[src/rtl/sdb_pkg.sv]
package sdb_pkg;
    localparam int ADDR_W = 32;

    typedef enum logic [2:0] {
        OP_DLD = 3'd0, OP_DST = 3'd1, OP_PLD = 3'd2, OP_PST = 3'd3,
        OP_CLD = 3'd4, OP_CST = 3'd5, OP_RSV6 = 3'd6, OP_RSV7 = 3'd7
    } op_e;

    typedef enum logic [1:0] {
        PM_DEREF = 2'd0, PM_INC = 2'd1, PM_REG = 2'd2, PM_RSV = 2'd3
    } pmode_e;

    typedef enum logic [1:0] {TG_BUS, TG_PTR, TG_CSR} tgt_e;

    typedef enum logic [2:0] {S_IDLE, S_ADDR, S_WDAT, S_BWR, S_BRD, S_SEND} state_e;

    typedef struct packed {
        op_e        op;
        logic [1:0] asize;
        logic [1:0] dsize;
        pmode_e     pmode;
        logic [3:0] csr_addr;
        logic       accept;
        logic       is_load;
    } cmd_t;
endpackage

[src/rtl/sdb_decode.sv]
module sdb_decode
    import sdb_pkg::*;
(
    input  logic [7:0] cmd,
    output cmd_t       dec
);
    logic is_ptr;

    always_comb begin
        dec.op       = op_e'(cmd[7:5]);
        dec.asize    = cmd[3:2];
        dec.dsize    = cmd[1:0];
        dec.pmode    = pmode_e'(cmd[3:2]);
        dec.csr_addr = cmd[3:0];
        is_ptr       = (dec.op == OP_PLD) || (dec.op == OP_PST);
        dec.accept   = !cmd[4] && (cmd[7:5] <= 3'd5) && !(is_ptr && dec.pmode == PM_RSV);
        dec.is_load  = (dec.op == OP_DLD) || (dec.op == OP_PLD) || (dec.op == OP_CLD);
    end
endmodule

[src/rtl/sdb_csr_file.sv]
module sdb_csr_file #(
    parameter int DEPTH = 16,
    localparam int AW = $clog2(DEPTH)
) (
    input  logic          clk,
    input  logic          rst_n,
    input  logic          we,
    input  logic [AW-1:0] idx,
    input  logic [7:0]    wdata,
    output logic [7:0]    rdata
);
    logic [7:0] regs [DEPTH];

    for (genvar g = 0; g < DEPTH; g++) begin : g_reg
        always_ff @(posedge clk or negedge rst_n) begin
            if (!rst_n)
                regs[g] <= 8'h00;
            else if (we && idx == AW'(g))
                regs[g] <= wdata;
        end
    end

    assign rdata = regs[idx];
endmodule

[src/rtl/sdb_engine.sv]
module sdb_engine
    import sdb_pkg::*;
#(
    parameter int CSR_DEPTH = 16,
    localparam int CSR_AW = $clog2(CSR_DEPTH)
) (
    input  logic              clk,
    input  logic              rst_n,
    input  logic              rx_valid,
    input  logic [7:0]        rx_data,
    output logic              rx_ready,
    output logic              tx_valid,
    output logic [7:0]        tx_data,
    input  logic              tx_ready,
    output logic [ADDR_W-1:0] bus_addr,
    output logic [7:0]        bus_wdata,
    output logic              bus_rd,
    output logic              bus_wr,
    input  logic [7:0]        bus_rdata,
    input  logic              bus_ack
);
    state_e              state, nxt;
    tgt_e                tgt_q;
    cmd_t                dec;
    logic                load_q, postinc_q;
    logic [1:0]          asize_q, dsize_q, cnt_q;
    logic [ADDR_W-1:0]   addr_q, ptr_q;
    logic [7:0]          dbyte_q, csr_rdata;
    logic [CSR_AW-1:0]   csr_idx_q;
    logic                last, csr_we;

    sdb_decode u_dec (.cmd(rx_data), .dec(dec));

    sdb_csr_file #(.DEPTH(CSR_DEPTH)) u_csr (
        .clk(clk), .rst_n(rst_n), .we(csr_we), .idx(csr_idx_q),
        .wdata(rx_data), .rdata(csr_rdata)
    );

    assign last   = (cnt_q == dsize_q);
    assign csr_we = (state == S_WDAT) && rx_valid && (tgt_q == TG_CSR);

    // state register
    always_ff @(posedge clk or negedge rst_n) begin
        if (!rst_n) state <= S_IDLE;
        else        state <= nxt;
    end

    // next state
    always_comb begin
        nxt = state;
        unique case (state)
            S_IDLE: if (rx_valid && dec.accept) begin
                unique case (dec.op)
                    OP_DLD, OP_DST: nxt = S_ADDR;
                    OP_PLD:         nxt = (dec.pmode == PM_REG) ? S_SEND : S_BRD;
                    OP_PST, OP_CST: nxt = S_WDAT;
                    OP_CLD:         nxt = S_SEND;
                    default:        nxt = S_IDLE;
                endcase
            end
            S_ADDR: if (rx_valid && cnt_q == asize_q)
                nxt = load_q ? S_BRD : S_WDAT;
            S_WDAT: if (rx_valid) begin
                if (tgt_q == TG_BUS) nxt = S_BWR;
                else if (last)       nxt = S_IDLE;
            end
            S_BWR:  if (bus_ack) nxt = last ? S_IDLE : S_WDAT;
            S_BRD:  if (bus_ack) nxt = S_SEND;
            S_SEND: if (tx_ready) begin
                if (last)                 nxt = S_IDLE;
                else if (tgt_q == TG_BUS) nxt = S_BRD;
            end
            default: nxt = S_IDLE;
        endcase
    end

    // outputs
    always_comb begin
        rx_ready  = (state == S_IDLE) || (state == S_ADDR) || (state == S_WDAT);
        bus_rd    = (state == S_BRD);
        bus_wr    = (state == S_BWR);
        tx_valid  = (state == S_SEND);
        bus_addr  = addr_q;
        bus_wdata = dbyte_q;
        unique case (tgt_q)
            TG_PTR:  tx_data = ptr_q[{cnt_q, 3'b000} +: 8];
            TG_CSR:  tx_data = csr_rdata;
            default: tx_data = dbyte_q;
        endcase
    end

    // datapath
    always_ff @(posedge clk or negedge rst_n) begin
        if (!rst_n) begin
            tgt_q     <= TG_BUS;
            load_q    <= 1'b0;
            postinc_q <= 1'b0;
            asize_q   <= '0;
            dsize_q   <= '0;
            cnt_q     <= '0;
            addr_q    <= '0;
            ptr_q     <= '0;
            dbyte_q   <= '0;
            csr_idx_q <= '0;
        end else begin
            unique case (state)
                S_IDLE: if (rx_valid && dec.accept) begin
                    cnt_q     <= '0;
                    asize_q   <= dec.asize;
                    load_q    <= dec.is_load;
                    csr_idx_q <= dec.csr_addr[CSR_AW-1:0];
                    postinc_q <= (dec.op == OP_PLD || dec.op == OP_PST) && dec.pmode == PM_INC;
                    dsize_q   <= (dec.op == OP_CLD || dec.op == OP_CST) ? 2'd0 : dec.dsize;
                    addr_q    <= (dec.op == OP_DLD || dec.op == OP_DST) ? '0 : ptr_q;
                    if (dec.op == OP_CLD || dec.op == OP_CST)
                        tgt_q <= TG_CSR;
                    else if ((dec.op == OP_PLD || dec.op == OP_PST) && dec.pmode == PM_REG)
                        tgt_q <= TG_PTR;
                    else
                        tgt_q <= TG_BUS;
                end
                S_ADDR: if (rx_valid) begin
                    addr_q[{cnt_q, 3'b000} +: 8] <= rx_data;
                    cnt_q <= (cnt_q == asize_q) ? 2'd0 : cnt_q + 2'd1;
                end
                S_WDAT: if (rx_valid) begin
                    if (tgt_q == TG_BUS) begin
                        dbyte_q <= rx_data;
                    end else begin
                        if (tgt_q == TG_PTR) begin
                            if (cnt_q == 2'd0) ptr_q <= {{(ADDR_W-8){1'b0}}, rx_data};
                            else               ptr_q[{cnt_q, 3'b000} +: 8] <= rx_data;
                        end
                        cnt_q <= cnt_q + 2'd1;
                    end
                end
                S_BWR: if (bus_ack) begin
                    addr_q <= addr_q + 1'b1;
                    if (postinc_q) ptr_q <= ptr_q + 1'b1;
                    cnt_q <= cnt_q + 2'd1;
                end
                S_BRD: if (bus_ack) begin
                    dbyte_q <= bus_rdata;
                    addr_q  <= addr_q + 1'b1;
                    if (postinc_q) ptr_q <= ptr_q + 1'b1;
                end
                S_SEND: if (tx_ready) cnt_q <= cnt_q + 2'd1;
                default: ;
            endcase
        end
    end
endmodule

[config.mk]
export PLATFORM = sky130hd
export DESIGN_NAME = sdb_engine
export DESIGN_NICKNAME = d
export VERILOG_FILES = /design/src/rtl/sdb_pkg.sv /design/src/rtl/sdb_decode.sv /design/src/rtl/sdb_csr_file.sv /design/src/rtl/sdb_engine.sv
export SDC_FILE = /design/constraint.sdc
export NUM_CORES = 1
export LEC_CHECK = 0
export BUFFER_PORTS_ARGS = -buffer_cell sky130_fd_sc_hd__buf_2
export CAP_MARGIN = 20
export CORE_UTILIZATION = 67
export CTS_CLUSTER_DIAMETER = 80
export DETAILED_ROUTE_END_ITERATION = 8
export PLACE_DENSITY = 0.91
export SLEW_MARGIN = 40
export SYNTH_ARGS = -nofsm -noshare
export SYNTH_HDL_FRONTEND = slang
export SYNTH_SLANG_ARGS = --single-unit
[constraint.sdc]
create_clock -name clk -period 6.6 [get_ports clk]
set_input_delay 0.33 -clock clk [delete_from_list [all_inputs] [get_ports clk]]
set_output_delay 0.33 -clock clk [all_outputs]
set_load 0.05 [all_outputs]
## Word-level counts from Yosys, hierarchy flattened

Index checks and enable logic that the tools add are counted.

- Word-level logic and storage cells: 183
- Register bits after elaboration: 217
- Bits of input ports: 21

- Bitwise gates (word level): 1
- $add $sub $neg: 4
- Shift-type cells: 3
- Magnitude comparators: 2
- Multiplexer cells: 48
- Equality and inequality tests: 46
- Reduce and logical (&&, ||, !) cells: 52

Operators with widths:

| cell | number |
|---|---|
| two-way mux 32 bit | 10 |
| one-hot mux 32 bit (3 select lines) | 1 |
| adder 32 x 1 -> 32 bit, second input constant | 2 |
| bitwise mux 32 bit | 2 |
| one-hot mux 32 bit (2 select lines) | 1 |
| two-way mux 8 bit | 5 |
| two-way mux 3 bit | 11 |
| binary-select mux 8 bit (select 4 bit) | 1 |
| == test 4 bit, second input constant | 8 |
| one-hot mux 8 bit (2 select lines) | 2 |
| variable shift 8 x 7 -> 32 bit, first input constant | 1 |
| variable part select 32 x 6 -> 8 bit | 1 |
| variable part select 8 x 7 -> 32 bit | 1 |
| logical AND 1 bit | 25 |
| two-way mux 2 bit | 10 |
| one-hot mux 3 bit (6 select lines) | 1 |
| == test 4 x 3 -> 1 bit, second input constant | 4 |
| != test 2 x 1 -> 1 bit, second input constant | 8 |
| == test 3 x 2 -> 1 bit, second input constant | 4 |
| == test 3 bit, second input constant | 4 |
| one-hot mux 3 bit (4 select lines) | 1 |
| one-hot mux 2 bit (5 select lines) | 1 |
| == test 4 x 2 -> 1 bit, second input constant | 2 |
| != test 2 bit, second input constant | 4 |
| other kinds (27) | 46 |

## Depth between registers and ports, before layout

Gate-level depths: netlist of the first run.

- Depth in word-level cells: 8
- Depth in mapped cells: 10
- Gate-level depth less buffers: 7

## Hierarchy

A second synthesis of the first run with hierarchy kept.

- Cells, all modules: 1197
- Area total of the unflattened synthesis: 12802.3 um^2

By module, submodules not included:

| module | seq. area each (um^2) | area each (um^2) | cells each | instances |
|---|---|---|---|---|
| sdb_engine | 2227.1 | 6822.8 | 816 | 1 |
| sdb_csr_file | 3203.1 | 5860.6 | 365 | 1 |
| sdb_decode | 0.0 | 118.9 | 16 | 1 |

## Worst setup path before layout of the first run

Ideal clock, no wire load.

- Path kind: register to register
- From: register cnt_q[0]
- To: register addr_q[16] (netlist: bus_addr[16])
- Cell stages (with the launch flop): 11
- Period minus slack after synthesis: 2.620 ns
- Library setup time: 0.078 ns
- Slack: 3.980 ns
- Path buffers: 3
- Data arrival time: 2.542 ns
- Path through: dfrtp_1 -> buf_2 -> buf_1 -> inv_1 -> ha_1 -> nor4bb_1 -> buf_2 -> nand2_1 -> a21oi_1 -> a221oi_1 -> o2bb2ai_1

- Word-level cells in the longest chain between the ends: 5

Ends and longest elaborated chain:

| item | RTL line | source |
|---|---|---|
| from (decl) | sdb_engine.sv:26 | `logic [1:0] asize_q, dsize_q, cnt_q;` |
| from (signal assigned) | sdb_engine.sv:124 | `cnt_q <= (cnt_q == asize_q) ? 2'd0 : cnt_q + 2'd1;` |
| from (signal assigned) | sdb_engine.sv:134 | `cnt_q <= cnt_q + 2'd1;` |
| from (signal assigned) | sdb_engine.sv:140 | `cnt_q <= cnt_q + 2'd1;` |
| negator 5 -> 7 bit (*) | sdb_engine.sv:123 | `addr_q[{cnt_q, 3'b000} +: 8] <= rx_data;` |
| variable part select 8 x 7 -> 32 bit / variable shift 8 x 7 -> 32 bit (equally long branches) | sdb_engine.sv:123 |  |
| bitwise mux 32 bit (*) | sdb_engine.sv:123 |  |
| two-way mux 32 bit (*) | sdb_engine.sv:122 | `S_ADDR: if (rx_valid) begin` |
| one-hot mux 32 bit (3 select lines) (*) | sdb_engine.sv:106 | `unique case (state)` |
| to (signal assigned) | sdb_engine.sv:114 | `addr_q <= (dec.op == OP_DLD \|\| dec.op == OP_DST) ? '0 : ptr_q;` |
| to (signal, indexed assignment) | sdb_engine.sv:123 |  |
| to (signal assigned) | sdb_engine.sv:138 | `addr_q <= addr_q + 1'b1;` |
| to (decl) | sdb_engine.sv:27 | `logic [ADDR_W-1:0] addr_q, ptr_q;` |

Every way passes the cells marked *; elsewhere a longest branch is shown, timed or not. The select of a mux whose other input is x is not followed.
A chain may end at the register's enable or synchronous reset.

## Final worst setup path of the first run

- From: register csr_idx_q[0]
- To: output port tx_data[2]

- Word-level cells in the longest chain between the ends: 5

Ends and longest elaborated chain:

| item | RTL line | source |
|---|---|---|
| from (decl) | sdb_engine.sv:29 | `logic [CSR_AW-1:0] csr_idx_q;` |
| from (signal assigned) | sdb_engine.sv:111 | `csr_idx_q <= dec.csr_addr[CSR_AW-1:0];` |
| NOT 4 -> 5 bit (implied by the code) | sdb_csr_file.sv:23 | `assign rdata = regs[idx];` |
| binary-select mux 8 bit (select 4 bit) | sdb_csr_file.sv:23 |  |
| two-way mux 8 bit (implied by the code) (2 in series) | sdb_csr_file.sv:23 |  |
| one-hot mux 8 bit (2 select lines) | sdb_engine.sv:85 | `unique case (tgt_q)` |
| to (decl) | sdb_engine.sv:13 | `output logic [7:0] tx_data,` |

No other way between the ends. The select of a mux whose other input is x is not followed.

==> qor.csv, run 1 <==
stage,metric,value,unit
synth,Avg Inst Size Synth,10.7,um^2
timing,"Hold Vio Cnt, Final",0,
synth,synth unique cells,86,
synth,proportion of netlist area held by the largest area contributor,42.6,%
grt,Tot GR Track Use,38.5,%
cells_and_area,Nets,1222,
floorplanning,IO Pins,73,
placement,Final HPWL DP,22.8,mm
placement,post-placement cell area,12900,um^2
cells_and_area,# diodes,0,
synth,Synth Warn #,0,
drt,drt first pass iters,7,
drt,Wirelength per Cell,25.7,um
grt,initial antenna violation count,0,
clocking,worst skew pair latency,0.53,ns
grt,largest net degree at the start of global routing,91,
grt,gr ovfl total,0,
grt,vias in the first global route,10600,
floorplanning,die height,139,um
timing,Slew @ Worst Pin,0.876,ns
drt,Routed Antenna Nets,0,
timing,fin crit share,56.5,%
power_and_ir_drop,Leakage,6.01,nW
cells_and_area,area used by multi-input combinational logic,6730,um^2
worst_hold_path,HP Class,in -> reg,
synth,Synth Cell Area,12600,um^2
setup_path,CP max-delay cell,dfrtp_2,
setup_path,CP endpoint kind,primary output,
power_and_ir_drop,worst vdd ir,0.000259,V
status,outcome,"finished, final reports clean",
cells_and_area,final std cells w/o fill,1436,
setup_path,max incr delay on CP,0.75,ns
setup_path,CP arrival,3.40,ns
setup_path,cell mode on critical path,a22oi_1,
floorplanning,die area,19400,um^2
timing,Setup TNS,0,ns
timing,RSZ-0062 raised after global routing,no,
timing,Setup Viol. Count Final,0,
timing,post-route minimum period,3.73,ns
grt,met1 GRT Util,53.1,%
synth,"count leader, synth",dfrtp_1,
drt,routed via count,10900,
setup_path,"critical path, cell by cell","buf_4, mux4_2, a22oi_1, nand2_1, a22oi_1, a21oi_1, buf_2",
setup_path,FF-to-FF Start,cnt_q[0],
setup_path,worst endpoint required time,6.27,ns
cells_and_area,Register Area,5380,um^2
placement,IO buf count,72,
synth,asr flop ratio synth,100,%
power_and_ir_drop,total power,6.14,mW
grt,first-pass GRT wire length,58.3,mm
synth,Synth area leader,dfrtp_1,
setup_path,WS Path Type,reg -> out,
timing,max_slew headroom,41.6,%
synth,synth cell count leaders,"215 x dfrtp_1, 131 x mux2_2, 92 x a21oi_1",
clocking,Clock transition at path regs,0.06,ns
clocking,CTS Root Cell,clkbuf_16,
timing,skew final,0.0146,ns
worst_hold_path,hold path start,bus_rdata[2],
drt,drt via density,7.62,
clocking,Sink Count,215,
synth,ys flop type,dfrtp_1,
synth,Synth Register Bits,215,
power_and_ir_drop,P per Cell Area,447,nW/um^2
synth,register area share after synthesis,42.6,%
clocking,CTS H-tree depth,1,
drt,DRC Markers,0,
floorplanning,Starting Density,69.4,%
run,max_cap viols,0,
cells_and_area,Area Overhead vs Synth,8.84,%
clocking,Max Root-Sink Buffers,3,
clocking,CTS tree,built,
placement,global placer's final weighted congestion,0.971,
synth,Mapped Cells,1184,
timing,Final Max Slew Viols,0,
setup_path,CP Max Fanout,20,
cells_and_area,Finished Core Util,75.5,%
synth,syn_nets,1214,
setup_path,Worst Setup Start Kind,flip-flop,
grt,GRT busiest layer,met2,
grt,M3 GR Usage,9.12,%
synth,Area contributors post-synth,"dfrtp_1 43%, mux2_2 12%, mux4_2 7.1%",
synth,Post-synth EDFFs,0,
floorplanning,die width,139,um
clocking,CTS Buf Count,23,
grt,met2 track demand over resource,57.4,%
cells_and_area,layout cells sized above 1,27.7,%
floorplanning,core area,18200,um^2
cells_and_area,Fillers,1066,
timing,Max Clk Rate,0.268,GHz
drt,Total Wirelength,36.9,mm
placement,Post-Place Cells,1394,
floorplanning,Row Count,49,
drt,Iteration-0 DRC Markers,1790,
setup_path,CP startpoint,csr_idx_q[0],
clocking,postcts setup bufs,0,
cells_and_area,post-route cell area,13700,um^2
==> sequential cells by signal, indices dropped and copies added (netlist names), 2 cells and up <==
register and count:
asize_q 2, bus_addr 32, bus_wdata 8, cnt_q 2
csr_idx_q 2, dsize_q 2, ptr_q 32, state 3
tgt_q 2, u_csr.regs 128
==> layout make-up <==
class / instances / area share [%]
Sequential cell: 215 / 39.1
Timing Repair Buffer: 84 / 3.64
Tap cell: 229 / 2.08
Clock buffer: 33 / 4.82
Clock inverter: 7 / 0.746
Inverter: 22 / 0.601
Multi-Input combinational cell: 846 / 49.0
==> logic make-up (layout without fill, tap and decap cells) <==
group	Yosys count	after routing	share of synthesized area (%)
AO/OA/AOI/OAI	343	343	18.3
AND/OR/NAND/NOR	307	307	13.8
flip-flops	215	215	42.6
multiplexers	182	182	19.7
buffers and inverters	123	146	4.33
adder cells (fa/ha/maj)	9	9	0.892
XOR/XNOR	5	5	0.347
==> layout by cell type (no fill, tap or decap), types with 8 or more instances in the layout <==
cell type / n
dfrtp_1: 214
mux2_2: 131
a21oi_1: 92
buf_2: 71
o21ai_0: 65
nor2_1: 64
nand2_1: 60
mux4_2: 40
nand3_1: 31
a22oi_1: 27
nor2b_1: 24
clkbuf_16: 23
inv_1: 22
a31oi_1: 20
nand4_1: 19
nor3_1: 18
o21ai_1: 16
and3_1: 14
a2bb2oi_1: 13
o2bb2ai_1: 12
nand2b_1: 10
o22ai_1: 10
nor2_2: 9
o31a_1: 9
mux2i_1: 9
ha_1: 8
==> path summary, 6_finish.rpt <==
check                                      to  slack [ns]  cells past startpoint
worst max-delay path               tx_data[2]        2.87                      7
worst min-delay path             bus_wdata[2]        0.09                      3
worst max register to register      ptr_q[12]        3.37                      7
worst min register to register  u_csr.regs[8]        0.50                      1
max in group asynchronous        csr_idx_q[0]        5.05                      4
min in group asynchronous        bus_addr[27]        0.30                      2
==> repair_timing <==
action	4_1_cts	5_1_grt
hold buffers	1	0
endpoints found under the hold margin	88	0
gates resized for setup	0	0
==> routing by layer <==
layer  up-vias  part of all wire (%)  wire length (um)
li1       4514                     -                 -
met1      5310                    37             13700
met2       901                    44             16400
met3       212                    13              4840
met4         0                   5.4              1990
met5         -                     0                 0
==> worst max-delay path: cells and delay by family (launching register included) <==
kind	cells	cell delay (ns)
multiplexers	1	0.56
buffers and inverters	2	0.72
AO/OA/AOI/OAI	3	0.71
AND/OR/NAND/NOR	1	0.11
flip-flops	1	0.75
==> stage by stage <==
stage / hold slack (ns) / setup WS, ns
2_1_floorplan: 0.0344 / 3.98
3_3_place_gp: 0.445 / 3.43
3_5_place_dp: 0.457 / 3.51
4_1_cts: 0.0878 / 2.88
5_1_grt: 0.0955 / 2.69
6_report: 0.0906 / 2.87
==> where the power goes <==
| group | switching, mW | internal, mW | total [mW] | leakage, nW |
|---|---|---|---|---|
| clock network | 0.545 | 0.779 | 1.32 | 0.375 |
| logic | 1.66 | 0.965 | 2.62 | 2.76 |
| registers | 0.518 | 1.68 | 2.19 | 2.88 |
Power figures use the tool's default switching activity.
==> run 2: changes to the inputs <==
Settings changed: CORE_UTILIZATION 67 to 56, PLACE_DENSITY 0.91 to 0.81.
Clock period 6.6 ns to 3.25 ns, I/O delays scaled along.
==> qor.csv, run 2 (synthesized netlist as in run 1, its figures left out) <==
stage,metric,value,unit,change
status,outcome,"complete, but fails checks",,
status,failing checks,design-rule violations,,
drt,Total Wirelength,36.9,mm,-0.16%
cells_and_area,Fillers,1571,,+47%
setup_path,Worst Setup Start Kind,flip-flop,,
drt,Iteration-0 DRC Markers,1482,,-17%
timing,max_slew headroom,48.0,%,+6.4 points
grt,first-pass GRT wire length,59.1,mm,+1.3%
grt,gr ovfl total,0,,unchanged
power_and_ir_drop,P per Cell Area,898,nW/um^2,+100%
cells_and_area,most frequent cells in the layout,"213 x dfrtp_1, 131 x mux2_2, 92 x a21oi_1",,
cells_and_area,# diodes,0,,unchanged
setup_path,cell mode on critical path,a22oi_1,,
worst_hold_path,HP Class,in -> async,,
drt,routed via count,10800,,-1.6%
placement,Final HPWL DP,23.7,mm,+3.6%
floorplanning,die height,152,um,+9.2%
setup_path,CP Max Fanout,37,,+85%
setup_path,worst endpoint required time,3.09,ns,-3.18 ns
setup_path,CP max-delay cell,mux4_2,,
clocking,CTS Root Cell,clkbuf_16,,
grt,largest net degree at the start of global routing,107,,+18%
clocking,Clock transition at path regs,0.06,ns,about the same
power_and_ir_drop,Net Sw Power,5.53,mW,+100%
timing,RSZ-0062 raised after global routing,no,,
placement,post-placement cell area,13200,um^2,+1.8%
clocking,Max Root-Sink Buffers,3,,unchanged
clocking,CTS H-tree depth,1,,unchanged
setup_path,"critical path, cell by cell","buf_12, mux4_2, a22oi_1, nand2_1, a22oi_1, a21oi_1, buf_2",,
power_and_ir_drop,worst vdd ir,0.000521,V,+100%
grt,Tot GR Track Use,32.2,%,-6.3 points
floorplanning,IO Pins,73,,unchanged
drt,Routed Antenna Nets,0,,unchanged
run,max_cap viols,0,,unchanged
clocking,worst skew pair latency,0.53,ns,about the same
grt,initial antenna violation count,0,,unchanged
timing,Setup Viol. Count Final,0,,unchanged
timing,Max Clk Rate,0.334,GHz,
power_and_ir_drop,Logic pwr share,43.8,%,+1.1 points
setup_path,CP endpoint kind,primary output,,
floorplanning,core area,22000,um^2,+21%
drt,drt first pass iters,9,,+2
cells_and_area,Area Overhead vs Synth,11.6,%,
power_and_ir_drop,switching share of power,43.7,%,-0.62 points
cells_and_area,Biggest register,u_csr.regs,,
setup_path,max incr delay on CP,0.60,ns,-0.15 ns
placement,global placer's final weighted congestion,0.962,,-0.95%
timing,Setup TNS,0,ns,unchanged
clocking,postcts setup bufs,0,,unchanged
cells_and_area,Nets,1247,,+2.0%
setup_path,CP arrival,2.83,ns,-0.57 ns
cells_and_area,Largest register FFs,128,,unchanged
timing,skew final,0.00749,ns,-0.00714 ns
grt,vias in the first global route,10400,,-1.7%
cells_and_area,layout cells sized above 1,28.8,%,+1.1 points
drt,Wirelength per Cell,24.3,um,-5.3%
power_and_ir_drop,Clk network pwr share,22.0,%,+0.4 points
floorplanning,Starting Density,57.5,%,-12 points
setup_path,WS Path Type,reg -> out,,
power_and_ir_drop,internal power,7.12,mW,+110%
drt,DRC Markers,9,,+9
timing,post-route minimum period,2.99,ns,
power_and_ir_drop,Leakage,6.15,nW,+2.3%
placement,IO buf count,72,,unchanged
cells_and_area,"most common cell after layout, fill and taps aside",dfrtp_1,,
floorplanning,die width,152,um,+9.2%
timing,Final Max Slew Viols,0,,unchanged
timing,fin crit share,92.0,%,
floorplanning,Row Count,54,,+10%
timing,Slew @ Worst Pin,0.777,ns,-0.0998 ns
floorplanning,die area,23200,um^2,+19%
clocking,Sink Count,215,,unchanged
power_and_ir_drop,sequential fraction of design power,34.2,%,-1.5 points
drt,drt via density,7.11,,-6.6%
timing,"Hold Vio Cnt, Final",0,,unchanged
cells_and_area,post-route cell area,14100,um^2,+2.5%
clocking,CTS Buf Count,23,,unchanged
clocking,CTS tree,built,,
-- run 2: area by class of cell --
class | instances | area, um^2 | share of cell area [%]
Multi-Input combinational cell | 846 | 6720 | 47.7
Sequential cell | 215 | 5380 | 38.2
Timing Repair Buffer | 109 | 756 | 5.36
Clock buffer | 30 | 642 | 4.56
Tap cell | 280 | 350 | 2.49
Clock inverter | 12 | 153 | 1.08
Inverter | 22 | 82.6 | 0.586
-- run 2: worst paths after layout --
kind	slack [ns]	from	to	depth (start not counted)
max	0.26	csr_idx_q[0]	tx_data[1]	7
min	0.11	rst_n	bus_addr[29]	2
max reg2reg	0.48	state[2]	bus_addr[28]	5
min reg2reg	0.50	u_csr.regs[44]	u_csr.regs[44]	1
max in group asynchronous	2.12	rst_n	csr_idx_q[1]	4
min in group clk	0.18	rx_data[4]	bus_addr[4]	3
-- run 2: worst max-delay path, delay by kind of cell (launching register included) --
family	cells	cell delay [ns]
buf+inv	2	0.51
simple gates	1	0.13
compound gates	3	0.63
flops	1	0.38
mux	1	0.60
-- run 2: per-layer routing --
| metal | global-route usage [%] | routed length, um | up-vias |
|---|---|---|---|
| li1 | - | - | 4561 |
| met1 | 44.0 | 14400 | 5328 |
| met2 | 50.6 | 17100 | 712 |
| met3 | 5.23 | 3550 | 166 |
| met4 | 14.8 | 1820 | 0 |
| met5 | 0 | 0 | - |
-- run 2: through the flow --
| stage | hold WS [ns] | cells | setup WS, ns | utilization (%) | power (mW) |
|---|---|---|---|---|---|
| finish | 0.112 | 1514 | 0.259 | 64.2 | 12.6 |
| CTS | 0.147 | 1513 | 0.146 | 64.0 | 12.5 |
| global placement | 0.286 | 1461 | 0.646 | 59.9 | 9.50 |
| detailed placement | 0.290 | 1461 | 0.586 | 59.9 | 9.68 |
| global route | 0.151 | 1514 | 0.152 | 64.2 | 13.2 |
| floorplan | -0.133 | 1184 | 0.630 | - | 8.23 |
-- run 2: power groups by stage --
stage / Sequential [mW] / Clock [mW] / Combinational (mW)
after floorplan: 4.43 / 0 / 3.81
after global placement: 4.24 / 0 / 5.26
after detailed placement: 4.30 / 0 / 5.38
after CTS: 4.27 / 2.80 / 5.44
after global routing: 4.40 / 2.91 / 5.87
final: 4.33 / 2.79 / 5.53
-- run 2: what timing repair did --
item | 4_1_cts | 5_1_grt
hold buffers | 10 | 0
setup endpoints to repair | 0 | 2
gates resized for setup | 0 | 2
hold endpoints to repair | 113 | 0
